File: src/rtl/wdt_pkg.sv
package wdt_pkg;
  localparam int ADDR_W = 5;
  localparam int CTL_W  = 8;

  localparam logic [ADDR_W-1:0] OFF_COUNT   = 5'h00;
  localparam logic [ADDR_W-1:0] OFF_RELOAD  = 5'h04;
  localparam logic [ADDR_W-1:0] OFF_RESTART = 5'h08;
  localparam logic [ADDR_W-1:0] OFF_CTL     = 5'h0C;
  localparam logic [ADDR_W-1:0] OFF_STATUS  = 5'h10;

  localparam int CB_EN    = 0;
  localparam int CB_RST   = 1;
  localparam int CB_IRQ   = 2;
  localparam int CB_EXT   = 3;
  localparam int CB_SLOW  = 4;
  localparam int CB_SCOPE = 5;
  localparam int CB_BOOT  = 7;

  typedef enum logic [1:0] {
    SCOPE_SOC  = 2'd0,
    SCOPE_FULL = 2'd1,
    SCOPE_CPU  = 2'd2
  } scope_e;

  function automatic scope_e decode_scope(input logic [1:0] field);
    case (field)
      2'd0:    return SCOPE_SOC;
      2'd1:    return SCOPE_FULL;
      default: return SCOPE_CPU;
    endcase
  endfunction
endpackage

File: src/rtl/wdt_regs.sv
module wdt_regs
  import wdt_pkg::*;
#(
  parameter int                DATA_W     = 32,
  parameter logic [DATA_W-1:0] RESET_LOAD = '0,
  parameter logic [15:0]       KEY        = 16'h4755
) (
  input  logic              clk,
  input  logic              rst_n,
  input  logic              wr_en,
  input  logic [ADDR_W-1:0] addr,
  input  logic [DATA_W-1:0] wdata,
  input  logic [DATA_W-1:0] count_i,
  input  logic [1:0]        sts_i,
  output logic [CTL_W-1:0]  ctl_o,
  output logic [DATA_W-1:0] reload_o,
  output logic              restart_o,
  output logic [1:0]        sts_clr_o,
  output logic [DATA_W-1:0] rdata
);
  localparam logic [DATA_W-1:0] KEY_FULL = {{(DATA_W-16){1'b0}}, KEY};

  logic [CTL_W-1:0]  ctl_q, ctl_d;
  logic [DATA_W-1:0] reload_q, reload_d;
  logic              wr_ctl, wr_reload;

  always_comb begin
    wr_ctl    = wr_en && (addr == OFF_CTL);
    wr_reload = wr_en && (addr == OFF_RELOAD);
    restart_o = wr_en && (addr == OFF_RESTART) && (wdata == KEY_FULL);
    sts_clr_o = (wr_en && (addr == OFF_STATUS)) ? wdata[1:0] : 2'b00;
    ctl_d     = wr_ctl    ? wdata[CTL_W-1:0] : ctl_q;
    reload_d  = wr_reload ? wdata            : reload_q;
  end

  always_ff @(posedge clk or negedge rst_n) begin
    if (!rst_n) begin
      ctl_q    <= '0;
      reload_q <= RESET_LOAD;
    end else begin
      ctl_q    <= ctl_d;
      reload_q <= reload_d;
    end
  end

  always_comb begin
    case (addr)
      OFF_COUNT:  rdata = count_i;
      OFF_RELOAD: rdata = reload_q;
      OFF_CTL:    rdata = {{(DATA_W-CTL_W){1'b0}}, ctl_q};
      OFF_STATUS: rdata = {{(DATA_W-2){1'b0}}, sts_i};
      default:    rdata = '0;
    endcase
  end

  assign ctl_o    = ctl_q;
  assign reload_o = reload_q;

  p_ctl_hold_r10: assert property (@(posedge clk) disable iff (!rst_n)
    !wr_ctl |=> $stable(ctl_o));
endmodule

File: src/rtl/wdt_counter.sv
module wdt_counter #(
  parameter int                DATA_W     = 32,
  parameter logic [DATA_W-1:0] RESET_LOAD = '0
) (
  input  logic              clk,
  input  logic              rst_n,
  input  logic              en,
  input  logic              use_tick,
  input  logic              tick,
  input  logic              restart,
  input  logic [DATA_W-1:0] reload,
  output logic [DATA_W-1:0] count_o,
  output logic              expire_o
);
  logic [DATA_W-1:0] count_q, count_d;
  logic              step;

  always_comb begin
    step     = en && (use_tick ? tick : 1'b1);
    expire_o = step && (count_q == '0) && !restart;
    if (restart || expire_o)
      count_d = reload;
    else if (step)
      count_d = count_q - 1'b1;
    else
      count_d = count_q;
  end

  always_ff @(posedge clk or negedge rst_n) begin
    if (!rst_n) count_q <= RESET_LOAD;
    else        count_q <= count_d;
  end

  assign count_o = count_q;

  p_frozen_r4: assert property (@(posedge clk) disable iff (!rst_n)
    (!en && !restart) |=> $stable(count_o));
  p_reload_r2: assert property (@(posedge clk) disable iff (!rst_n)
    restart |=> (count_o == $past(reload)));
  p_onestep_r5: assert property (@(posedge clk) disable iff (!rst_n)
    (!restart && count_o != '0) |=>
      (count_o == $past(count_o) || count_o == $past(count_o) - 1'b1));
  p_wrap_r6: assert property (@(posedge clk) disable iff (!rst_n)
    expire_o |=> (count_o == $past(reload)));
endmodule

File: src/rtl/wdt_expiry.sv
module wdt_expiry
  import wdt_pkg::*;
(
  input  logic             clk,
  input  logic             rst_n,
  input  logic             expire,
  input  logic [CTL_W-1:0] ctl,
  input  logic [1:0]       sts_clr,
  output logic             rst_req_o,
  output logic             irq_o,
  output logic             ext_o,
  output logic [1:0]       sts_o
);
  logic       rst_d, irq_d, ext_d;
  logic [1:0] sts_q, sts_d;

  always_comb begin
    rst_d    = expire && ctl[CB_RST];
    irq_d    = expire && ctl[CB_IRQ];
    ext_d    = expire && ctl[CB_EXT];
    sts_d[0] = expire || (sts_q[0] && !sts_clr[0]);
    sts_d[1] = (expire && ctl[CB_RST] && ctl[CB_BOOT]) || (sts_q[1] && !sts_clr[1]);
  end

  always_ff @(posedge clk or negedge rst_n) begin
    if (!rst_n) begin
      rst_req_o <= 1'b0;
      irq_o     <= 1'b0;
      ext_o     <= 1'b0;
      sts_q     <= 2'b00;
    end else begin
      rst_req_o <= rst_d;
      irq_o     <= irq_d;
      ext_o     <= ext_d;
      sts_q     <= sts_d;
    end
  end

  assign sts_o = sts_q;

  p_pulse_r7: assert property (@(posedge clk) disable iff (!rst_n)
    (rst_req_o && !expire) |=> !rst_req_o);
  p_status_r9: assert property (@(posedge clk) disable iff (!rst_n)
    expire |=> sts_o[0]);
  p_irq_src_r7: assert property (@(posedge clk) disable iff (!rst_n)
    irq_o |-> $past(expire));
endmodule

File: src/rtl/wdt_keyed.sv
module wdt_keyed
  import wdt_pkg::*;
#(
  parameter int                DATA_W     = 32,
  parameter logic [DATA_W-1:0] RESET_LOAD = 32'd30_000_000,
  parameter logic [15:0]       KEY        = 16'h4755
) (
  input  logic              clk,
  input  logic              rst_n,
  input  logic              tick_1mhz,
  input  logic              bus_wr,
  input  logic [ADDR_W-1:0] bus_addr,
  input  logic [DATA_W-1:0] bus_wdata,
  output logic [DATA_W-1:0] bus_rdata,
  output logic              rst_req,
  output logic [1:0]        rst_scope,
  output logic              irq,
  output logic              ext_trig,
  output logic              alt_boot
);
  logic              rst_meta, rst_sync;
  logic [CTL_W-1:0]  ctl;
  logic [DATA_W-1:0] reload, count;
  logic              restart, expire;
  logic [1:0]        sts, sts_clr;

  always_ff @(posedge clk or negedge rst_n) begin
    if (!rst_n) begin
      rst_meta <= 1'b0;
      rst_sync <= 1'b0;
    end else begin
      rst_meta <= 1'b1;
      rst_sync <= rst_meta;
    end
  end

  wdt_regs #(.DATA_W(DATA_W), .RESET_LOAD(RESET_LOAD), .KEY(KEY)) u_regs (
    .clk(clk), .rst_n(rst_sync), .wr_en(bus_wr), .addr(bus_addr),
    .wdata(bus_wdata), .count_i(count), .sts_i(sts), .ctl_o(ctl),
    .reload_o(reload), .restart_o(restart), .sts_clr_o(sts_clr),
    .rdata(bus_rdata));

  wdt_counter #(.DATA_W(DATA_W), .RESET_LOAD(RESET_LOAD)) u_cnt (
    .clk(clk), .rst_n(rst_sync), .en(ctl[CB_EN]), .use_tick(ctl[CB_SLOW]),
    .tick(tick_1mhz), .restart(restart), .reload(reload),
    .count_o(count), .expire_o(expire));

  wdt_expiry u_exp (
    .clk(clk), .rst_n(rst_sync), .expire(expire), .ctl(ctl),
    .sts_clr(sts_clr), .rst_req_o(rst_req), .irq_o(irq), .ext_o(ext_trig),
    .sts_o(sts));

  assign rst_scope = decode_scope(ctl[CB_SCOPE+1:CB_SCOPE]);
  assign alt_boot  = sts[1];

  p_scope_r8: assert property (@(posedge clk) disable iff (!rst_sync)
    rst_scope != 2'd3);
  p_altboot_r9: assert property (@(posedge clk) disable iff (!rst_sync)
    $rose(alt_boot) |-> $past(expire));
endmodule

File: config.mk
export PLATFORM = sky130hd
export DESIGN_NAME = wdt_keyed
export DESIGN_NICKNAME = d
export VERILOG_FILES = /design/src/rtl/wdt_pkg.sv /design/src/rtl/wdt_regs.sv /design/src/rtl/wdt_counter.sv /design/src/rtl/wdt_expiry.sv /design/src/rtl/wdt_keyed.sv
export SDC_FILE = /design/constraint.sdc
export NUM_CORES = 1
export LEC_CHECK = 0
export BUFFER_PORTS_ARGS = -buffer_cell sky130_fd_sc_hd__buf_4
export CAP_MARGIN = 20
export CORE_UTILIZATION = 45
export CTS_CLUSTER_SIZE = 12
export DETAILED_ROUTE_END_ITERATION = 6
export PLACE_DENSITY = 0.72
export SETUP_SLACK_MARGIN = 0.05
export SYNTH_ARGS = -nofsm -noshare
export SYNTH_HDL_FRONTEND = slang
export SYNTH_SLANG_ARGS = --single-unit
File: constraint.sdc
create_clock -name clk -period 4.2 [get_ports clk]
set_input_delay 0.42 -clock clk [delete_from_list [all_inputs] [get_ports clk]]
set_output_delay 0.42 -clock clk [all_outputs]
set_load 0.1 [all_outputs]
# --- After elaboration in Yosys (flattened, before gate mapping) ---
# Index checks and enable logic that the tools add are counted.
totals:
  reg_bits: 79
  output_inout_bits: 38
  inputBits: 41
classes:
  add_sub_neg: 1
  muxes: 6
  reduce_logical: 24
  eq_ne: 6
op_table:
  columns: ["op", "count"]
  rows:
  - ["$pmux 32 s4", 1]
  - ["$mux 32", 2]
  - ["$eq 32x15->1 const B", 1]
  - ["$logic_not 32->1", 1]
  - ["$sub 32x1->32 const B", 1]
  - ["$logic_and 1x1->1", 14]
  - ["$eq 5x4->1 const B", 2]
  - ["$eq 5x3->1 const B", 1]
  - ["$eq 5x5->1 const B", 1]
  - ["$logic_not 5->1", 1]
  - ["$pmux 2 s2", 1]
  - ["$logic_not 1->1", 3]
  - ["$logic_or 1x1->1", 3]
  - ["$eq 2x1->1 const B", 1]
  - ["$logic_not 2->1", 1]
  - ["$mux 2", 1]
  - ["$reduce_bool 2->1", 1]
  - ["$mux 1", 1]

# --- Depth between registers and ports, before layout ---
# Gate-level depths: netlist of run 1.
depth:
  depth_word: 8
  depth_mapped: 7
  mapped_depth_nobuf: 6

# --- Modules after synthesis ---
# A second synthesis of run 1 with hierarchy kept.
unflattened:
  cells_unflattened: 405
  hier_area_um2: 4483.0
modules_own_cells:
  columns: ["mod", "cells_each", "area_each_um2", "n_inst"]
  rows:
  - ["wdt_regs", 181, 2347.3, 1]
  - ["wdt_counter", 207, 1901.8, 1]
  - ["wdt_expiry", 12, 170.2, 1]
  - ["wdt_keyed", 5, 63.8, 1]

# --- Worst setup path after synthesis of run 1 ---
# No wires, ideal clock.
synth_timing:
  kind: "input-to-output"
  startpoint: "input bus_addr[1]"
  endpoint: "output bus_rdata[2]"
  path_stages: 4
  required_ns: 3.780
  slack_ns: 0.498
  arrival_time_ns: 3.282
  path_cell_list: "nor4b_1 > clkbuf_1 > a22oi_1 > o21ai_0"
synth_via:
  elab_chain_len: 2
  word_cells_on_any_way: 5
synth_rtl:
  columns: ["item", "line_no", "source"]
  rows:
  - ["start: declaration", "wdt_keyed.sv:12", "input logic [ADDR_W-1:0] bus_addr,"]
  - ["$eq 5x5->1 (tied with other cells)", "wdt_regs.sv:47", "case (addr)"]
  - ["$pmux 32 s4 (*)", "wdt_regs.sv:47", null]
  - ["end: declaration", "wdt_keyed.sv:14", "output logic [DATA_W-1:0] bus_rdata,"]
# Every way passes the cells marked *; elsewhere a longest branch is shown, timed or not.

# --- Worst setup path after layout of run 1 ---
layout_timing:
  startpoint: "register u_cnt.count_q[4], in the netlist u_cnt.count_o[4]"
  endpoint: "register u_cnt.count_q[31], in the netlist u_cnt.count_o[31]"
layout_via:
  elab_chain_len: 5
  word_cells_on_any_way: 8
layout_rtl:
  columns: ["item", "line_no", "source"]
  rows:
  - ["start: declaration", "wdt_counter.sv:15", "logic [DATA_W-1:0] count_q, count_d;"]
  - ["start signal: assignment", "wdt_counter.sv:31", "else count_q <= count_d;"]
  - ["branches (longest 5 deep; another with $sub 32x1->32)", null, null]
# Parallel ways; which one is timed is not known. The select of a mux whose other input is x is not followed.
# A chain may end at the register's enable or synchronous reset.

==> results.md, run 1 <==
- Vias/cell: 5.57
- Reg2Reg Capture Point: u_cnt.count_o[31]
- PostCTS Resize Cnt: 0
- Largest family of logic cells by synthesized area: multiplexers
- First-pass GRT wire length: 16,800 um
- Crit path cell chain: nor4_1 -> nand4b_1 -> buf_4 -> nor4_4 -> a21oi_4 -> buf_4 -> mux2_4
- GP Congestion: 0.771
- HPWL after DPL: 7300 um
- Sequential share of power: 0.439
- Slowest-stage cell, CP: nor4_1
- Max Clk Rate: 364 MHz
- Setup bufs post-CTS: 0
- Port-buffer cells: 78
- Hold path endpoint: u_regs.reload_o[20]
- Post-Synth XOR/XNOR Area: 0.0610
- Drt drc: 0
- Worst-path clk slew: 0.09 ns
- Placement-stage cell area: 5040 um2
- Sequential cell area fraction in the yosys report: 0.465
- Worst Setup SP: u_cnt.count_o[4]
- Detailed-route via count: 3,161
- Multi-input gate area: 2200 um2
- Reg2reg path depth: 7
- Status: complete, no violations
- Cells after Synth: 354
- CTS sink cnt: 79
- Critical-path maximum fanout: 20
- Initial DRC Count: 198
- Worst rel slew slack: 0.377
- Int Pwr: 0.00190 W
- Leakage power: 2.57 nW
- Mapped Avg Cell Area: 12.2 um2
- Kind of critical path: reg2reg
- Syn_nets: 396
- Crit end category: flop
- Multiplexer share of the synthesized area: 0.220
- Synth Area in Simple Gates: 0.145
- Wirelength per Cell: 17.8 um
- Initial antenna violation count: 0
- Commonest non-fill, non-tap cell in the layout: buf_4
- NetSw: 0.000967 W
- Number of global-route vias before repair: 3,219
- Cell area after synthesis: 4310 um2
- Ys Warns: 0
- Critical Path RT: 4.43 ns
- Row cnt: 35
- Share of power burned in the clock network: 0.241
- Worst R2R Start: u_cnt.count_o[4]
- Routed Antenna Nets: 0
- DR pass1 iterations: 4
- Setup violators final: 0
- Slew Viols, Final: 0
- Final hold slack: 0.301 ns
- CTS max path bufs: 2
- Post-Layout Inst Area: 5290 um2
- Sequential cell area: 2000 um2
- Number of CTS-inserted buffers: 9
- H-tree Lvls: 3
- Post-layout min period: 2.75 ns
- Die Area: 9960 um2
- Startpoint types: flop
- Worst slew pin tran: 0.932 ns
- Largest net degree at the start of global routing: 40
- Clk_skew: 0.0122 ns
- IO Count: 79
- All-Layer GR Usage: 0.219
- Core ar.: 9240 um2
- Max-cap violations: 0
- RSZ-0062 raised after global routing: no
- Reg2Reg Setup Slack: 1.45 ns
- Adder-cell share of the synthesized area: 0.00291
- CTS root buffer: clkbuf_8
- Async SR Flop Fraction: 1.00
- Hold path cells: 2
- Crit-path max cell delay: 0.60 ns
- Hold-fix buffers, CTS: 1
- Fillers: 782
- Setup_tns: 0 ns
- CP most frequent cell: buf_4
- Area Overhead vs Synth: 22.9%
- Max IR drop VDD: 0.236 mV
- Hold Crit Class: in2reg
- Comb pwr share: 0.320
- Chip width: 99.8 um
- Synth area leader: dfrtp_1
- GR Overflow Total: 0
- Largest cells by area after synthesis: dfrtp_1, dfstp_2, mux2_2, mux2_4, xor2_1
- Ys flop type: dfrtp_1
- Die Y: 99.8 um
- Library cells used by synthesis: 40
- Net Sw Frac: 0.338
- Starting Density: 0.466
- WP data arrival: 2.98 ns
- Most frequent cells in the layout: buf_4, dfrtp_1, mux2_2
- Post-synth EDFFs: 0
- Antenna cell count: 0
- Final period utilization: 0.654
- CTS tree: done
- Layout cells sized above 1: 0.470
- Post-synthesis compound-gate area fraction: 0.0782
- Worst skew pair latency: 0.35 ns
- # nets final: 475
- Final WL: 10,100 um
- Synthesized flop and latch total: 79
- Power Dens Cells: 541 nW/um2
- Synth top area share: 0.343
- Final hold violations: 0
- Hold Crit Start: bus_wdata[20]
[routing by layer]
metal,global-route usage,vias up,share of wire
li1,-,1478,-
met1,0.300,1596,0.46
met2,0.353,80,0.49
met3,0.0460,7,0.046
met4,0.0633,0,0.010
met5,0,-,0
[cells in the mapped netlist, types with 3 or more instances]
master,count
dfstp_2,20
buf_1,3
nor2_1,8
nand3_1,10
xor2_1,25
inv_1,5
nor3_1,12
or4_1,5
nor4_1,19
o21ai_0,7
mux2_2,44
nor4bb_1,3
nor2b_1,4
a22oi_1,6
and2_1,4
clkbuf_1,14
xnor2_1,5
nor4b_1,3
buf_6,3
mux2_4,30
dfrtp_1,59
a22o_1,24
or3_1,8
nand2_1,12
[sequential cells by signal, indices dropped and copies added (netlist names)]
name,cells
u_exp.ext_o,1
u_exp.rst_req_o,1
rst_sync,1
u_regs.reload_o,32
u_regs.ctl_o,8
rst_meta,1
u_exp.irq_o,1
u_cnt.count_o,32
u_exp.sts_o,2
[metrics by stage]
stage | std cells | setup WS, ns | total power, W | utilization
2_1_floorplan | 354 | 0.498 | 0.00194 | -
3_3_place_gp | 550 | 1.48 | 0.00215 | 0.545
3_5_place_dp | 550 | 1.40 | 0.00218 | 0.545
4_1_cts | 567 | 1.45 | 0.00287 | 0.573
5_1_grt | 567 | 1.32 | 0.00304 | 0.573
6_report | 567 | 1.45 | 0.00286 | 0.573
[critical path, delay by kind of cell, from the launching register on]
family | cells | cell delay [ns]
AOI/OAI and AO/OA | 1 | 0.30
buffers and inverters | 2 | 0.54
DFF | 1 | 0.45
muxes | 1 | 0.32
and+or+nand+nor | 3 | 1.01
[final cells by class]
class	instances	area share
clock buffer	11	0.0267
clock inverter	5	0.0199
inverter	5	0.00355
multi-input combinational	250	0.416
sequential	79	0.378
tap	129	0.0305
timing repair buffer	88	0.125
[worst max path at each step]
stage	end	cells after the start
floorplan	bus_rdata[2]	4
global placement	u_regs.reload_o[20]	8
detailed placement	u_regs.reload_o[25]	8
CTS	u_cnt.count_o[29]	7
global route	u_cnt.count_o[26]	6
finish	u_cnt.count_o[31]	7
[logic make-up after synthesis]
logic type	count (synthesis)
fa+ha+maj	1
compound gates	42
simple gates	102
flops	79
xor+xnor	30
other cells	1
buf+inv	25
mux	74
[power by group through the flow]
stage | Combinational, W | Sequential (W) | Clock (W)
after CTS | 0.000919 | 0.00126 | 0.000700
after global placement | 0.000894 | 0.00125 | 0
final | 0.000916 | 0.00126 | 0.000689
after detailed placement | 0.000912 | 0.00127 | 0
after global routing | 0.00100 | 0.00130 | 0.000742
after floorplan | 0.000749 | 0.00120 | 0
Power figures use the tool's default switching activity.
==> inputs of run 2 (changes only) <==
--- a/config.mk
+++ b/config.mk
@@ -5,12 +5,13 @@
 export SDC_FILE = /design/constraint.sdc
 export NUM_CORES = 1
 export LEC_CHECK = 0
+export ABC_AREA = 1
 export BUFFER_PORTS_ARGS = -buffer_cell sky130_fd_sc_hd__buf_4
 export CAP_MARGIN = 20
 export CORE_UTILIZATION = 45
 export CTS_CLUSTER_SIZE = 12
 export DETAILED_ROUTE_END_ITERATION = 6
-export PLACE_DENSITY = 0.72
+export PLACE_DENSITY = 0.71
 export SETUP_SLACK_MARGIN = 0.05
 export SYNTH_ARGS = -nofsm -noshare
 export SYNTH_HDL_FRONTEND = slang
==> constraint.sdc (replaced) <==
create_clock -name clk -period 2.57 [get_ports clk]
set_input_delay 0.257 -clock clk [delete_from_list [all_inputs] [get_ports clk]]
set_output_delay 0.257 -clock clk [all_outputs]
set_load 0.1 [all_outputs]
==> results.md, run 2 <==
- Kind of critical path: reg2reg (unchanged)
- All-Layer GR Usage: 0.260 (was 0.219)
- Multi-input gate area: 2460 um2 (was 2200 um2)
- Antenna cell count: 0 (unchanged)
- Most frequent cells in the layout: nand2_1, buf_4, nor2_1 (was buf_4, dfrtp_1, mux2_2)
- Hold Crit Class: in2reg (unchanged)
- Worst slew pin tran: 0.705 ns (was 0.932 ns)
- Die Y: 106 um (was 99.8 um)
- Number of CTS-inserted buffers: 9 (unchanged)
- Setup_tns: 0 ns (unchanged)
- Final hold violations: 0 (unchanged)
- Largest net degree at the start of global routing: 48 (was 40)
- Power Dens Cells: 697 nW/um2 (was 541 nW/um2)
- GR Overflow Total: 0 (unchanged)
- Critical Path RT: 2.89 ns (was 4.43 ns)
- Chip width: 106 um (was 99.8 um)
- Library cells used by synthesis: 33 (was 40)
- Cells after Synth: 666 (was 354)
- Clk_skew: 0.0150 ns (was 0.0122 ns)
- Async SR Flop Fraction: 1.00 (unchanged)
- Synth area leader: dfrtp_1 (unchanged)
- Most common cell in the netlist: nand2_1 (was dfrtp_1)
- Core ar.: 10,400 um2 (was 9240 um2)
- RSZ-0062 raised after global routing: no (unchanged)
- # nets final: 786 (was 475)
- Hold path cells: 2 (unchanged)
- H-tree Lvls: 3 (unchanged)
- Synthesized flop and latch total: 79 (unchanged)
- DR pass1 iterations: 5 (was 4)
- Worst R2R Start: u_cnt.count_o[0] (was u_cnt.count_o[4])
- IO Count: 79 (unchanged)
- Starting Density: 0.465 (was 0.466)
- Hold Crit Start: bus_wdata[30] (was bus_wdata[20])
- Wirelength per Cell: 15.2 um (was 17.8 um)
- Fillers: 1,021 (was 782)
- First-pass GRT wire length: 22,500 um (was 16,800 um)
- Slew Viols, Final: 0 (unchanged)
- Final WL: 13,400 um (was 10,100 um)
- Sequential cell area: 2000 um2 (unchanged)
- Final period utilization: 0.775 (was 0.654)
- Setup violators final: 0 (unchanged)
- Number of global-route vias before repair: 4,448 (was 3,219)
- Status: complete, no violations (unchanged)
- Leakage power: 2.91 nW (was 2.57 nW)
- Initial antenna violation count: 0 (unchanged)
- Row cnt: 37 (was 35)
- Initial DRC Count: 339 (was 198)
- Startpoint types: flop (unchanged)
- Largest cells by area after synthesis: dfrtp_1, nand2_1, dfstp_2, nand3_1, nor2_1 (was dfrtp_1, dfstp_2, mux2_2, mux2_4, xor2_1)
- Worst-path clk slew: 0.09 ns (about the same)
- HPWL after DPL: 10,300 um (was 7300 um)
- Reg2Reg Setup Slack: 0.58 ns (was 1.45 ns)
- Hold path endpoint: u_regs.reload_o[30] (was u_regs.reload_o[20])
- Die Area: 11,100 um2 (was 9960 um2)
- Crit end category: flop (unchanged)
- CTS tree: done (unchanged)
- Vias/cell: 5.22 (was 5.57)
- CTS max path bufs: 2 (unchanged)
- Critical-path maximum fanout: 15 (was 20)
- Worst skew pair latency: 0.38 ns (was 0.35 ns)
- Post-synth EDFFs: 0 (unchanged)
- Commonest cells post-synth: nand2_1, nor2_1, inv_1 (was dfrtp_1, mux2_2, mux2_4)
- Worst rel slew slack: 0.530 (was 0.377)
- Area Overhead vs Synth: 21.4% (was 22.9%)
- Max IR drop VDD: 0.296 mV (was 0.236 mV)
- Port-buffer cells: 78 (unchanged)
- Detailed-route via count: 4,622 (was 3,161)
- Synth top area share: 0.306 (was 0.343)
- Max Clk Rate: 502 MHz (was 364 MHz)
- Final Power: 0.00408 W (was 0.00286 W)
- Commonest non-fill, non-tap cell in the layout: nand2_1 (was buf_4)
- Routed Antenna Nets: 0 (unchanged)
- Cell area after synthesis: 4820 um2 (was 4310 um2)
- Ys Warns: 0 (unchanged)
- Post-layout min period: 1.99 ns (was 2.75 ns)
- CTS sink cnt: 79 (unchanged)
- CTS root buffer: clkbuf_8 (unchanged)
- Reg2Reg Capture Point: u_cnt.count_o[29] (was u_cnt.count_o[31])
- Reg2reg path depth: 11 (was 7)
- Drt drc: 0 (unchanged)
- Syn_nets: 708 (was 396)
- Ys flop type: dfrtp_1 (unchanged)
- WP data arrival: 2.31 ns (was 2.98 ns)
- Sequential cell area fraction in the yosys report: 0.415 (was 0.465)
- Layout cells sized above 1: 0.264 (was 0.470)
- Max-cap violations: 0 (unchanged)
- Mapped Avg Cell Area: 7.24 um2 (was 12.2 um2)
- GP Congestion: 0.938 (was 0.771)
- Setup bufs post-CTS: 0 (unchanged)
-- run 2: final cells by class --
type / instances / area share
inverters: 77 / 0.0500
clock buffers: 11 / 0.0224
clock inverters: 5 / 0.0141
flip-flops and latches: 79 / 0.342
repair buffers: 91 / 0.121
well taps: 136 / 0.0291
multi-input cells: 486 / 0.421
-- run 2: repair_timing --
item	in CTS	in global routing
hold buffers	1	0
endpoints found under the hold margin	2	0
resized for setup	0	0
-- run 2: per-layer routing --
layer,vias up,global-route usage,routed length (um)
met5,-,0,0
met4,0,0.0843,218
met3,15,0.0402,821
met2,140,0.388,5970
met1,2190,0.387,6400
li1,2277,-,-
-- run 2: through the flow --
stage          setup WS (ns)  std cells  hold slack [ns]  area [um2]   util
2_1_floorplan        -0.0842        666          -0.0386        4900      -
3_3_place_gp           0.574        868           0.0394        5630  0.543
3_5_place_dp           0.560        868           0.0409        5630  0.543
4_1_cts                0.562        885            0.109        5850  0.565
5_1_grt                0.405        885            0.123        5850  0.565
6_report               0.579        885            0.114        5850  0.565
-- run 2: worst max path at each step --
stage / depth (start not counted) / endpoint / startpoint
2_1_floorplan: 6 / bus_rdata[0] / bus_addr[1]
3_3_place_gp: 8 / bus_rdata[0] / bus_addr[1]
3_5_place_dp: 8 / bus_rdata[6] / bus_addr[1]
4_1_cts: 8 / bus_rdata[6] / bus_addr[1]
5_1_grt: 11 / u_cnt.count_o[16] / u_cnt.count_o[0]
6_report: 11 / u_cnt.count_o[29] / u_cnt.count_o[0]
-- run 2: cell families (layout without fill, tap and decap cells) --
kind of cell | Yosys count | after routing | share of synthesized area
other cells | 1 | 1 | 0.000778
compound gates | 69 | 69 | 0.0768
fa+ha+maj | 1 | 1 | 0.00259
buf+inv | 101 | 184 | 0.0880
xor+xnor | 14 | 14 | 0.0254
mux | 17 | 17 | 0.0397
flops | 79 | 79 | 0.415
simple gates | 384 | 384 | 0.351
-- run 2: where the power goes --
part	leakage, nW	switching, W	internal (W)	total [W]
Combinational	1.83	0.000786	0.000422	0.00121
Clock	0.107	0.000498	0.000550	0.00105
Sequential	0.975	0.000309	0.00152	0.00183
Total	2.91	0.00159	0.00249	0.00408
-- run 2: critical path, stage by stage (launching register included) --
cell and delay [ns]:
dfrtp_1 0.39, inv_1 0.13, ha_1 0.22, nand3_2 0.13, inv_1 0.10, nand2_1 0.09, nor2_4 0.12, nand2_2 0.08
nand2_2 0.26, buf_4 0.24, nand2_1 0.08, nand3_1 0.08
==> inputs of run 3 (changes only) <==
==> constraint.sdc (replaced) <==
create_clock -name clk -period 1.9 [get_ports clk]
set_input_delay 0.19 -clock clk [delete_from_list [all_inputs] [get_ports clk]]
set_output_delay 0.19 -clock clk [all_outputs]
set_load 0.1 [all_outputs]
==> results.md, run 3 (synthesized netlist as in run 2, its figures left out) <==
- Most frequent cells in the layout: nand2_1, buf_4, nor2_1 (unchanged)
- Worst skew pair latency: 0.38 ns (about the same)
- Crit end category: output port (was flop)
- Worst slew pin tran: 0.588 ns (was 0.705 ns)
- CTS sink cnt: 79 (unchanged)
- # nets final: 795 (was 786)
- Placement Setup Slack: -0.0520 ns (was 0.560 ns)
- Critical-path maximum fanout: 6 (was 15)
- Reg2reg path depth: 9 (was 11)
- Status: complete, no violations (unchanged)
- Fillers: 973 (was 1,021)
- Final hold violations: 0 (unchanged)
- First-pass GRT wire length: 22,400 um (was 22,500 um)
- Fin util: 0.585 (was 0.565)
- Post-layout min period: 1.82 ns
- GR Overflow Total: 0 (unchanged)
- Reg2Reg Capture Point: u_cnt.count_o[26] (was u_cnt.count_o[29])
- Antenna cell count: 0 (unchanged)
- All-Layer GR Usage: 0.261 (was 0.260)
- Setup violators final: 0 (unchanged)
- Chip width: 106 um (unchanged)
- WP data arrival: 1.63 ns (was 2.31 ns)
- Critical Path RT: 1.71 ns (was 2.89 ns)
- CTS max path bufs: 2 (unchanged)
- Die Area: 11,100 um2 (unchanged)
- CTS root buffer: clkbuf_8 (unchanged)
- Hold Crit Class: in2reg (unchanged)
- Commonest non-fill, non-tap cell in the layout: nand2_1 (unchanged)
- Number of CTS-inserted buffers: 9 (unchanged)
- Worst-path clk slew: 0.09 ns (about the same)
- Detailed-route via count: 4,746 (was 4,622)
- Max-cap violations: 0 (unchanged)
- Area Overhead vs Synth: 25.8% (was 21.4%)
- Worst rel slew slack: 0.606 (was 0.530)
- Leakage power: 2.97 nW (was 2.91 nW)
- CTS tree: done (unchanged)
- Vias/cell: 5.31 (was 5.22)
- GP Congestion: 0.944 (was 0.938)
- Initial antenna violation count: 0 (unchanged)
- Fin cells: 894 (was 885)
- Kind of critical path: reg2out (was reg2reg)
- Row cnt: 37 (unchanged)
- Die Y: 106 um (unchanged)
- Worst R2R Start: u_cnt.count_o[0] (unchanged)
- Port-buffer cells: 78 (unchanged)
- Starting Density: 0.465 (unchanged)
- Hold Crit Start: bus_wdata[30] (unchanged)
- Slew Viols, Final: 0 (unchanged)
- H-tree Lvls: 3 (unchanged)
- Clk_skew: 0.0116 ns (was 0.0150 ns)
- IO Count: 79 (unchanged)
- Power Dens Cells: 942 nW/um2 (was 697 nW/um2)
- Max IR drop VDD: 0.453 mV (was 0.296 mV)
- Largest net degree at the start of global routing: 33 (was 48)
- HPWL after DPL: 10,300 um (about the same)
- Worst setup margin: 0.0838 ns (was 0.579 ns)
- Hold path endpoint: u_regs.reload_o[30] (unchanged)
- Routed Antenna Nets: 0 (unchanged)
- Max Clk Rate: 551 MHz
- Final hold slack: 0.0381 ns (was 0.114 ns)
- Final Power: 0.00572 W (was 0.00408 W)
- Initial DRC Count: 327 (was 339)
- Post-Place Cells: 874 (was 868)
- Core ar.: 10,400 um2 (unchanged)
- Layout cells sized above 1: 0.284 (was 0.264)
- Startpoint types: flop (unchanged)
- Drt drc: 0 (unchanged)
- RSZ-0062 raised after global routing: yes (was no)
- Number of global-route vias before repair: 4,382 (was 4,448)
- DR pass1 iterations: 5 (unchanged)
- Final period utilization: 0.956
- Final WL: 14,100 um (was 13,400 um)
- Hold path cells: 2 (unchanged)
- Wirelength per Cell: 15.8 um (was 15.2 um)
- Reg2Reg Setup Slack: 0.14 ns (was 0.58 ns)
[run 3: cell type report]
class                           instances  area [um2]  area share
Inverter                               77         293      0.0483
Multi-Input combinational cell        488        2550       0.421
Sequential cell                        79        2000       0.330
Timing Repair Buffer                   98         822       0.136
Clock buffer                           11         141      0.0233
Tap cell                              136         170      0.0281
Clock inverter                          5        81.3      0.0134
[run 3: stage by stage]
| step | instance area (um2) | setup TNS (ns) |
|---|---|---|
| CTS | 5980 | 0 |
| detailed placement | 5720 | -0.521 |
| floorplan | 4910 | -10.16 |
| finish | 6070 | 0 |
| global placement | 5720 | -0.00925 |
| global route | 6070 | 0 |
[run 3: worst max-delay path, stage by stage, from the launching register on]
cell and delay (ns):
dfstp_2 0.63, inv_1 0.11, o211ai_1 0.19, buf_4 0.32
[run 3: worst max path at each step]
stage                startpoint                end  cells after the start
2_1_floorplan       bus_addr[1]       bus_rdata[2]                      6
3_3_place_gp   u_cnt.count_o[0]   u_cnt.count_o[6]                     10
3_5_place_dp   u_cnt.count_o[0]  u_cnt.count_o[29]                      9
4_1_cts        u_cnt.count_o[0]   u_cnt.count_o[7]                     11
5_1_grt        u_cnt.count_o[0]  u_cnt.count_o[26]                      9
6_report       u_cnt.count_o[7]       bus_rdata[7]                      3
[run 3: report_power, final]
part | switching (W) | total [W] | internal, W
sequential | 0.000423 | 0.00248 | 0.00205
combinational | 0.00117 | 0.00179 | 0.000625
clock | 0.000669 | 0.00145 | 0.000777
[run 3: layer usage]
metal,track usage,part of all wire,routed length [um]
met5,0,0,0
met4,0.0893,0.012,176
met3,0.0538,0.069,977
met2,0.383,0.45,6300
met1,0.383,0.47,6650
[run 3: timing repair]
| item | CTS | global route |
|---|---|---|
| setup endpoints to repair | 27 | 35 |
| pin swaps | 1 | 2 |
| setup buffers | 0 | 0 |
| hold buffers | 1 | 0 |
| hold endpoints to repair | 2 | 0 |
| gates cloned | 1 | 2 |
| resized for setup | 4 | 16 |
